`src/rtl/pxd_pkg.sv`:
```
package pxd_pkg;
  localparam int SEL_W  = 4;
  localparam int TST_W  = 2;
  localparam int MOD_W  = 5;
  localparam int PH_W   = MOD_W + 1;
  localparam int WAIT_W = 5;
  localparam logic [TST_W-1:0] TST_AUX = 2'b11;

  typedef struct packed {
    logic              run;
    logic              stop;
    logic [WAIT_W-1:0] wcnt;
    logic [PH_W-1:0]   ph;
  } seq_st_t;

  typedef struct packed {
    logic    lvl;
    seq_st_t st;
  } half_res_t;

  // codes with bit 3 set ignore bit 2
  function automatic logic [SEL_W-1:0] sel_norm(logic [SEL_W-1:0] s);
    return s[3] ? {2'b10, s[1:0]} : s;
  endfunction

  function automatic logic [MOD_W-1:0] mod_of(logic [SEL_W-1:0] s);
    case (sel_norm(s))
      4'd0:    return MOD_W'(3);
      4'd1:    return MOD_W'(4);
      4'd2:    return MOD_W'(4);
      4'd3:    return MOD_W'(5);
      4'd4:    return MOD_W'(6);
      4'd5:    return MOD_W'(8);
      4'd6:    return MOD_W'(8);
      4'd7:    return MOD_W'(10);
      4'd8:    return MOD_W'(12);
      4'd9:    return MOD_W'(16);
      4'd10:   return MOD_W'(16);
      default: return MOD_W'(20);
    endcase
  endfunction

  // start latency in half input periods
  function automatic logic [WAIT_W-1:0] lat_of(logic [SEL_W-1:0] s);
    case (sel_norm(s))
      4'd0:    return WAIT_W'(4);
      4'd1:    return WAIT_W'(7);
      4'd2:    return WAIT_W'(6);
      4'd3:    return WAIT_W'(9);
      4'd4:    return WAIT_W'(7);
      4'd5:    return WAIT_W'(11);
      4'd6:    return WAIT_W'(10);
      4'd7:    return WAIT_W'(14);
      4'd8:    return WAIT_W'(13);
      4'd9:    return WAIT_W'(19);
      4'd10:   return WAIT_W'(18);
      default: return WAIT_W'(24);
    endcase
  endfunction

  // advance the sequencer by one half input period
  function automatic half_res_t half_step(seq_st_t s, logic [MOD_W-1:0] m);
    half_res_t       r;
    logic [PH_W-1:0] last;
    last  = (PH_W'(m) << 1) - PH_W'(1);
    r.st  = s;
    r.lvl = 1'b1;
    if (s.run) begin
      if (s.wcnt != '0) begin
        if (s.stop) r.st.run = 1'b0;
        else        r.st.wcnt = s.wcnt - WAIT_W'(1);
      end else begin
        r.lvl = (s.ph >= PH_W'(m));
        if (s.ph == last) begin
          r.st.ph = '0;
          if (s.stop) r.st.run = 1'b0;
        end else begin
          r.st.ph = s.ph + PH_W'(1);
        end
      end
    end
    return r;
  endfunction
endpackage

```
`src/rtl/pxd_en_ctl.sv`:
```
module pxd_en_ctl (
  input  logic clk_i,
  input  logic rst_i,
  input  logic en_i,
  input  logic en_pol_i,
  input  logic dis_i,
  output logic act_o,
  output logic start_o
);
  logic act_q;

  assign act_o   = (en_i == en_pol_i) && !dis_i;
  assign start_o = act_o && !act_q;

  always_ff @(posedge clk_i) begin
    if (rst_i) act_q <= 1'b0;
    else       act_q <= act_o;
  end
endmodule

```
`src/rtl/pxd_seq.sv`:
```
module pxd_seq
  import pxd_pkg::*;
#(
  parameter logic [SEL_W-1:0] RST_SEL = 4'd1
) (
  input  logic             clk_i,
  input  logic             rst_i,
  input  logic             start_i,
  input  logic             act_i,
  input  logic [SEL_W-1:0] sel_i,
  input  logic [TST_W-1:0] tst_i,
  input  logic             aux_i,
  output logic             first_o,
  output logic             second_o,
  output logic             run_o,
  output logic [MOD_W-1:0] mod_o,
  output logic [PH_W-1:0]  ph_o
);
  seq_st_t          st_q, st_in;
  logic [MOD_W-1:0] mod_q, mod_use;
  half_res_t        hr0, hr1;

  always_comb begin
    st_in   = st_q;
    mod_use = mod_q;
    if (start_i) begin
      st_in.run  = 1'b1;
      st_in.stop = 1'b0;
      st_in.wcnt = lat_of(sel_i);
      st_in.ph   = '0;
      mod_use    = mod_of(sel_i);
    end else if (!act_i && st_q.run) begin
      st_in.stop = 1'b1;
    end
  end

  assign hr0 = half_step(st_in, mod_use);
  assign hr1 = half_step(hr0.st, mod_use);

  always_ff @(posedge clk_i) begin
    if (rst_i) begin
      st_q  <= '0;
      mod_q <= mod_of(RST_SEL);
    end else begin
      st_q  <= hr1.st;
      mod_q <= mod_use;
    end
  end

  assign first_o  = (tst_i == TST_AUX) ? aux_i : hr0.lvl;
  assign second_o = (tst_i == TST_AUX) ? aux_i : hr1.lvl;
  assign run_o    = st_q.run;
  assign mod_o    = mod_q;
  assign ph_o     = st_q.ph;
endmodule

```
`src/rtl/pxd_halfmux.sv`:
```
module pxd_halfmux (
  input  logic clk_i,
  input  logic rst_i,
  input  logic first_i,
  input  logic second_i,
  output logic pclk_o
);
  logic p_q, s_q, n_q;

  // p_q ^ n_q gives first_i after the rising edge, second_i after the falling edge
  always_ff @(posedge clk_i) begin
    if (rst_i) begin
      p_q <= 1'b1;
      s_q <= 1'b1;
    end else begin
      p_q <= first_i ^ n_q;
      s_q <= second_i;
    end
  end

  always_ff @(negedge clk_i) begin
    if (rst_i) n_q <= 1'b0;
    else       n_q <= s_q ^ p_q;
  end

  assign pclk_o = p_q ^ n_q;
endmodule

```
`src/rtl/pixclk_sync_div.sv`:
```
module pixclk_sync_div
  import pxd_pkg::*;
#(
  parameter logic [SEL_W-1:0] RST_SEL = 4'd1
) (
  input  logic             clk_i,
  input  logic             rst_i,
  input  logic             en_i,
  input  logic             en_pol_i,
  input  logic             dis_i,
  input  logic [SEL_W-1:0] sel_i,
  input  logic [TST_W-1:0] tst_i,
  input  logic             aux_i,
  output logic             pclk_o
);
  logic             act, start, lvl_a, lvl_b, seq_run;
  logic [MOD_W-1:0] seq_mod;
  logic [PH_W-1:0]  seq_ph;

  pxd_en_ctl u_en (
    .clk_i(clk_i), .rst_i(rst_i), .en_i(en_i), .en_pol_i(en_pol_i),
    .dis_i(dis_i), .act_o(act), .start_o(start)
  );

  pxd_seq #(.RST_SEL(RST_SEL)) u_seq (
    .clk_i(clk_i), .rst_i(rst_i), .start_i(start), .act_i(act),
    .sel_i(sel_i), .tst_i(tst_i), .aux_i(aux_i),
    .first_o(lvl_a), .second_o(lvl_b), .run_o(seq_run),
    .mod_o(seq_mod), .ph_o(seq_ph)
  );

  pxd_halfmux u_out (
    .clk_i(clk_i), .rst_i(rst_i), .first_i(lvl_a), .second_i(lvl_b),
    .pclk_o(pclk_o)
  );
endmodule

```
`config.mk`:
```
export PLATFORM = sky130hd
export DESIGN_NAME = pixclk_sync_div
export DESIGN_NICKNAME = d
export VERILOG_FILES = /design/src/rtl/pxd_pkg.sv /design/src/rtl/pxd_en_ctl.sv /design/src/rtl/pxd_seq.sv /design/src/rtl/pxd_halfmux.sv /design/src/rtl/pixclk_sync_div.sv
export SDC_FILE = /design/constraint.sdc
export NUM_CORES = 1
export LEC_CHECK = 0
export BUFFER_PORTS_ARGS = -buffer_cell sky130_fd_sc_hd__buf_2
export CORE_MARGIN = 2
export CORE_UTILIZATION = 55
export CTS_BUF_LIST = sky130_fd_sc_hd__clkbuf_2 sky130_fd_sc_hd__clkbuf_4 sky130_fd_sc_hd__clkbuf_8
export CTS_CLUSTER_SIZE = 12
export DETAILED_ROUTE_END_ITERATION = 10
export GPL_TIMING_DRIVEN = 0
export PLACE_DENSITY = 0.73
export RECOVER_POWER = 50
export SLEW_MARGIN = 25
export SYNTH_ARGS = -nofsm -noshare
export SYNTH_HDL_FRONTEND = slang
export SYNTH_SLANG_ARGS = --single-unit
```
`constraint.sdc`:
```
create_clock -name clk_i -period 7.4 [get_ports clk_i]
set_clock_uncertainty 0.05 [all_clocks]
set_input_delay 2.22 -clock clk_i [delete_from_list [all_inputs] [get_ports clk_i]]
set_output_delay 2.22 -clock clk_i [all_outputs]
set_load 0.02 [all_outputs]
```
# == Word-level counts from Yosys, hierarchy flattened ==
# Memories as Yosys holds them, arrays and structs flattened.
# Index checks and enable logic that the tools add are counted.
# op_classes
addsub,5
bitwise,4
eq_ne,4
n_lt_le_gt_ge,2
mux,27
n_reduce_logical,9
# op_table
op,count
2-to-1 mux 11 bit,3
2-to-1 mux 5 bit,5
2-to-1 mux 6 bit,4
adder 6 x 1 -> 6 bit (second input constant),2
== test 6 bit,2
>= comparator 6 x 5 -> 1 bit,2
2-to-1 mux 1 bit,12
nonzero test 5 bit,2
subtractor 5 x 1 -> 5 bit (second input constant),2
subtractor 6 x 1 -> 6 bit (second input constant),1
2-to-1 mux 2 bit,2
2-to-1 mux 4 bit,1
logical AND 1 bit,3
zero test 1 bit,3
bitwise XOR 1 bit,3
== test 2 bit (second input constant),1
OR reduction 2 bit,1
== test 1 bit,1
NOT 1 bit,1
# totals
wordCells,62
register_bits,22
memories,2
input_bits,12
mem_bits_ro,160
# memory_table
memory,words,word_bits,read_ports,rd_clocked_by_memory_dff,write_ports,line_no,text
(no name shown),16,5,1,0,0,pxd_pkg.sv:45,case (sel_norm(s))
(no name shown),16,5,1,0,0,pxd_pkg.sv:27,case (sel_norm(s))

# == Depth between registers and ports, before layout ==
# logic_depth
ltp_word,14
depth_mapped,23
mapped_depth_nobuf,20

# == Hierarchy ==
# Synthesis repeated with hierarchy kept, for this count alone.
# hier_totals
hier_cells,295
area_unflattened_um2,2499.9
# modules_own_cells
module,area_each_um2,cells_per_inst,instances,seq_area_each_um2
pxd_seq,2351.0,280,1,360.3
pxd_halfmux,106.4,10,1,60.1
pxd_en_ctl,42.5,5,1,20.0

==> impl_metrics.json <==
{
  "reg2reg_slack_ns": 2.22,
  "synth.largest_area_cell": "dfxtp_1",
  "final_hold_viol_count": 0,
  "rr_startpoint": "u_en.act_q$_SDFF_PP0_",
  "seq_area_frac_synth_pct": 19.1,
  "final.fill_count": 381,
  "synth_flop_cell": "dfxtp_1",
  "ys_top_cells_by_count": "nand2_1, nor2_1, dfxtp_1",
  "synth.distinct_cells": 60,
  "clock_sink_count": 22,
  "antenna_found_initial": 0,
  "drt_pre_antenna_iters": 4,
  "dieArea_mm2": 0.00474,
  "first_iter_violations": 115,
  "cts_tree": "yes",
  "critical_path_peak_fanout": 2,
  "grt_overflow": 0,
  "gp_routability_congestion": 0.961,
  "drtAntennaViolNets": 0,
  "synth_edf_count": 0,
  "vdd_drop_max_mv": 0.0972,
  "hpwlAfterDp_mm": 4.61,
  "critPathLaunchType": "register",
  "syn-cell-area_mm2": 0.00231,
  "min_from": "u_seq.st_q[11]$_SDFF_PP0_",
  "power.density_mw_per_mm2": 185,
  "critPathArrivalTime_ns": 4.72,
  "placementRows": 23,
  "chipHeight_um": 68.8,
  "routed_length_per_placed_instance_um": 16.1,
  "via_count_of_the_first_global_routing_pass": 2013,
  "crit_chain": "xor2_1 -> buf_2",
  "multi_input_comb_area_mm2": 0.00175,
  "routed-via-count": 2216,
  "synth.net_count": 332,
  "post-cts-setup-buffers": 0,
  "intPower_w": 0.000285,
  "antenna_cells_inserted": 0,
  "floorplan.core_area_mm2": 0.00403,
  "grt_max_degree": 14,
  "power.clock.fraction_pct": 25.3,
  "fraction_of_layout_instances_using_a_drive_strength_above_1_pct": 10.4,
  "final_cell_area_mm2": 0.00251,
  "yosys.area.top_type_share_pct": 19.1,
  "total_switching_power_w": 0.000180,
  "skew_pair_late_insertion_delay_ns": 0.34,
  "postSynth.asyncResetShare_pct": 0,
  "cts-buffers-inserted": 3,
  "placed_cell_area_mm2": 0.00243,
  "power_switching_share_pct": 38.7,
  "critical_path.max_stage_delay_ns": 0.36,
  "min_path_cells": 3,
  "crit_path_end_kind": "primary output",
  "synthesis.yosys.warnings": 0,
  "clock-root-buffer": "clkbuf_8",
  "timing_worst_setup_path_type": "reg -> out",
  "seq_power_share_pct": 30.3,
  "worst_r2r_path_depth": 22,
  "max-slew-margin-rel_pct": 50.5,
  "max-cap-violations": 0,
  "cts-htree-levels": 1,
  "post_synthesis_sequential_element_count": 22,
  "final_count_of_pins_violating_max_slew": 0,
  "vias_per_cell": 6.04,
  "hold_end": "u_seq.st_q[11]$_SDFF_PP0_",
  "drt_wl_total_mm": 5.92,
  "power_frac_comb_pct": 44.4,
  "unrepaired_setup_endpoints_after_global_routing": "false",
  "initial_utilization_pct": 57.4,
  "syn-mean-instance-area_um2": 7.68,
  "cts_buffer_depth": 2,
  "final_core_util_pct": 62.4,
  "grt_pass1_wl_mm": 9.46,
  "yosys-top-cells-area": "dfxtp_1, ha_1, xnor2_1",
  "areaGrowthSynthToFinish_pct": 8.77,
  "post-route-drc-count": 0,
  "path_clk_slew_ns": 0.08,
  "crit-reg2reg-capture": "u_seq.ph_o[2]$_SDFF_PP0_",
  "run_status": "finished, final reports clean",
  "global_route.usage.total_pct": 27.3,
  "static_leakage_power_nw": 1.03,
  "holdCritPathClass": "reg -> reg",
  "die-width_um": 68.8,
  "crit_required_ns": 5.13,
  "fin_nets": 349,
  "fin_setup_tns_ns": 0,
  "finalSetupViolCount": 0,
  "post_cts.resized_instances": 0,
  "critical-path-slowest-cell": "dfxtp_1",
  "ios": 13,
  "design_power_total_w": 0.000465,
  "regArea_um2": 440,
  "place.port_buffers": 12,
  "pin_slew_with_the_least_headroom_to_its_limit_ns": 0.735,
  "cts_hold_repair_buffers": 0,
  "netlist_instances": 301
}
## cells by family (layout without fill, tap and decap cells)
group	count (synthesis)	after routing	share of synthesized area, %
compound gates	83	83	26.3
xor+xnor	30	30	12.0
fa+ha+maj	19	19	10.3
buf+inv	35	51	5.85
flops	22	22	19.1
mux	4	4	1.84
simple gates	108	108	24.6
## worst max path at each step
stage	startpoint	end	slack (ns)	cells after the start
after global placement	en_pol_i	u_out.s_q$_SDFF_PP1_	-0.14	21
after global routing	dis_i	u_seq.ph_o[2]$_SDFF_PP0_	0.04	24
final	u_out.n_q$_SDFF_NP0_	pclk_o	0.41	2
after floorplan	u_out.n_q$_SDFF_NP0_	pclk_o	0.73	1
after CTS	en_pol_i	u_out.s_q$_SDFF_PP1_	0.18	21
after detailed placement	en_pol_i	u_out.s_q$_SDFF_PP1_	-0.1	21
## power groups by stage
stage                      clock [W]  combinational [W]  sequential (W)
after global routing        0.000124           0.000232        0.000143
after detailed placement  0.00000169           0.000203        0.000143
after CTS                   0.000119           0.000204        0.000140
final                       0.000118           0.000207        0.000141
after floorplan           0.00000169           0.000160        0.000140
after global placement    0.00000169           0.000199        0.000143
## cell type report
class	instances	area share, %
Sequential cell	22	17.5
Multi-Input combinational cell	244	69.4
Clock inverter	2	1.34
Tap cell	50	2.49
Clock buffer	3	1.64
Timing Repair Buffer	12	2.29
Buffer	15	2.44
Inverter	19	2.84
## flip-flops by register name, summed over array words and instances, names as in the netlist
name	count
u_seq.run_o	1
u_out.n_q	1
u_out.s_q	1
u_seq.mod_o	5
u_seq.ph_o	6
u_out.p_q	1
u_en.act_q	1
u_seq.st_q	6
## layout by cell type, fill, tap and decap left out, types with 3 or more instances in the layout
| master | Yosys | final |
|---|---|---|
| a211oi_1 | 8 | 8 |
| and2_1 | 7 | 7 |
| xor2_1 | 14 | 14 |
| nand2_1 | 24 | 24 |
| nor3_1 | 9 | 9 |
| inv_1 | 19 | 19 |
| nand4_1 | 5 | 5 |
| nor2_1 | 24 | 24 |
| dfxtp_1 | 22 | 22 |
| buf_2 | 3 | 13 |
| nand3_1 | 10 | 10 |
| xnor2_1 | 14 | 14 |
| a21oi_1 | 18 | 18 |
| o22ai_1 | 4 | 4 |
| nor2b_1 | 5 | 5 |
| clkbuf_8 | 0 | 3 |
| ha_1 | 19 | 19 |
| a21o_1 | 4 | 4 |
| o21ai_0 | 12 | 13 |
| nand2b_1 | 6 | 6 |
| a211o_1 | 3 | 3 |
| o2111ai_1 | 3 | 3 |
| clkbuf_1 | 11 | 13 |
| nor4_1 | 3 | 3 |
## worst max-delay path, delay by kind of cell (launching register included)
kind,cells,cell delay (ns)
XOR/XNOR,1,0.14
flip-flops,1,0.36
buffers and inverters,1,0.17
## metal layers
layer  vias up  track usage (%)  share of wire [%]
li1       1123                -                  -
met1      1024             37.6                 48
met2        58             44.5                 44
met3        11             3.41                5.8
met4         0             8.58                2.0
met5         -                0                  0
## through the flow
stage	instances	hold WS (ns)	setup WS [ns]
2_1_floorplan	301	0.493	0.728
3_3_place_gp	363	0.533	-0.142
3_5_place_dp	363	0.551	-0.0985
4_1_cts	367	0.571	0.183
5_1_grt	367	0.598	0.0393
6_report	367	0.562	0.411
Power figures use the tool's default switching activity.
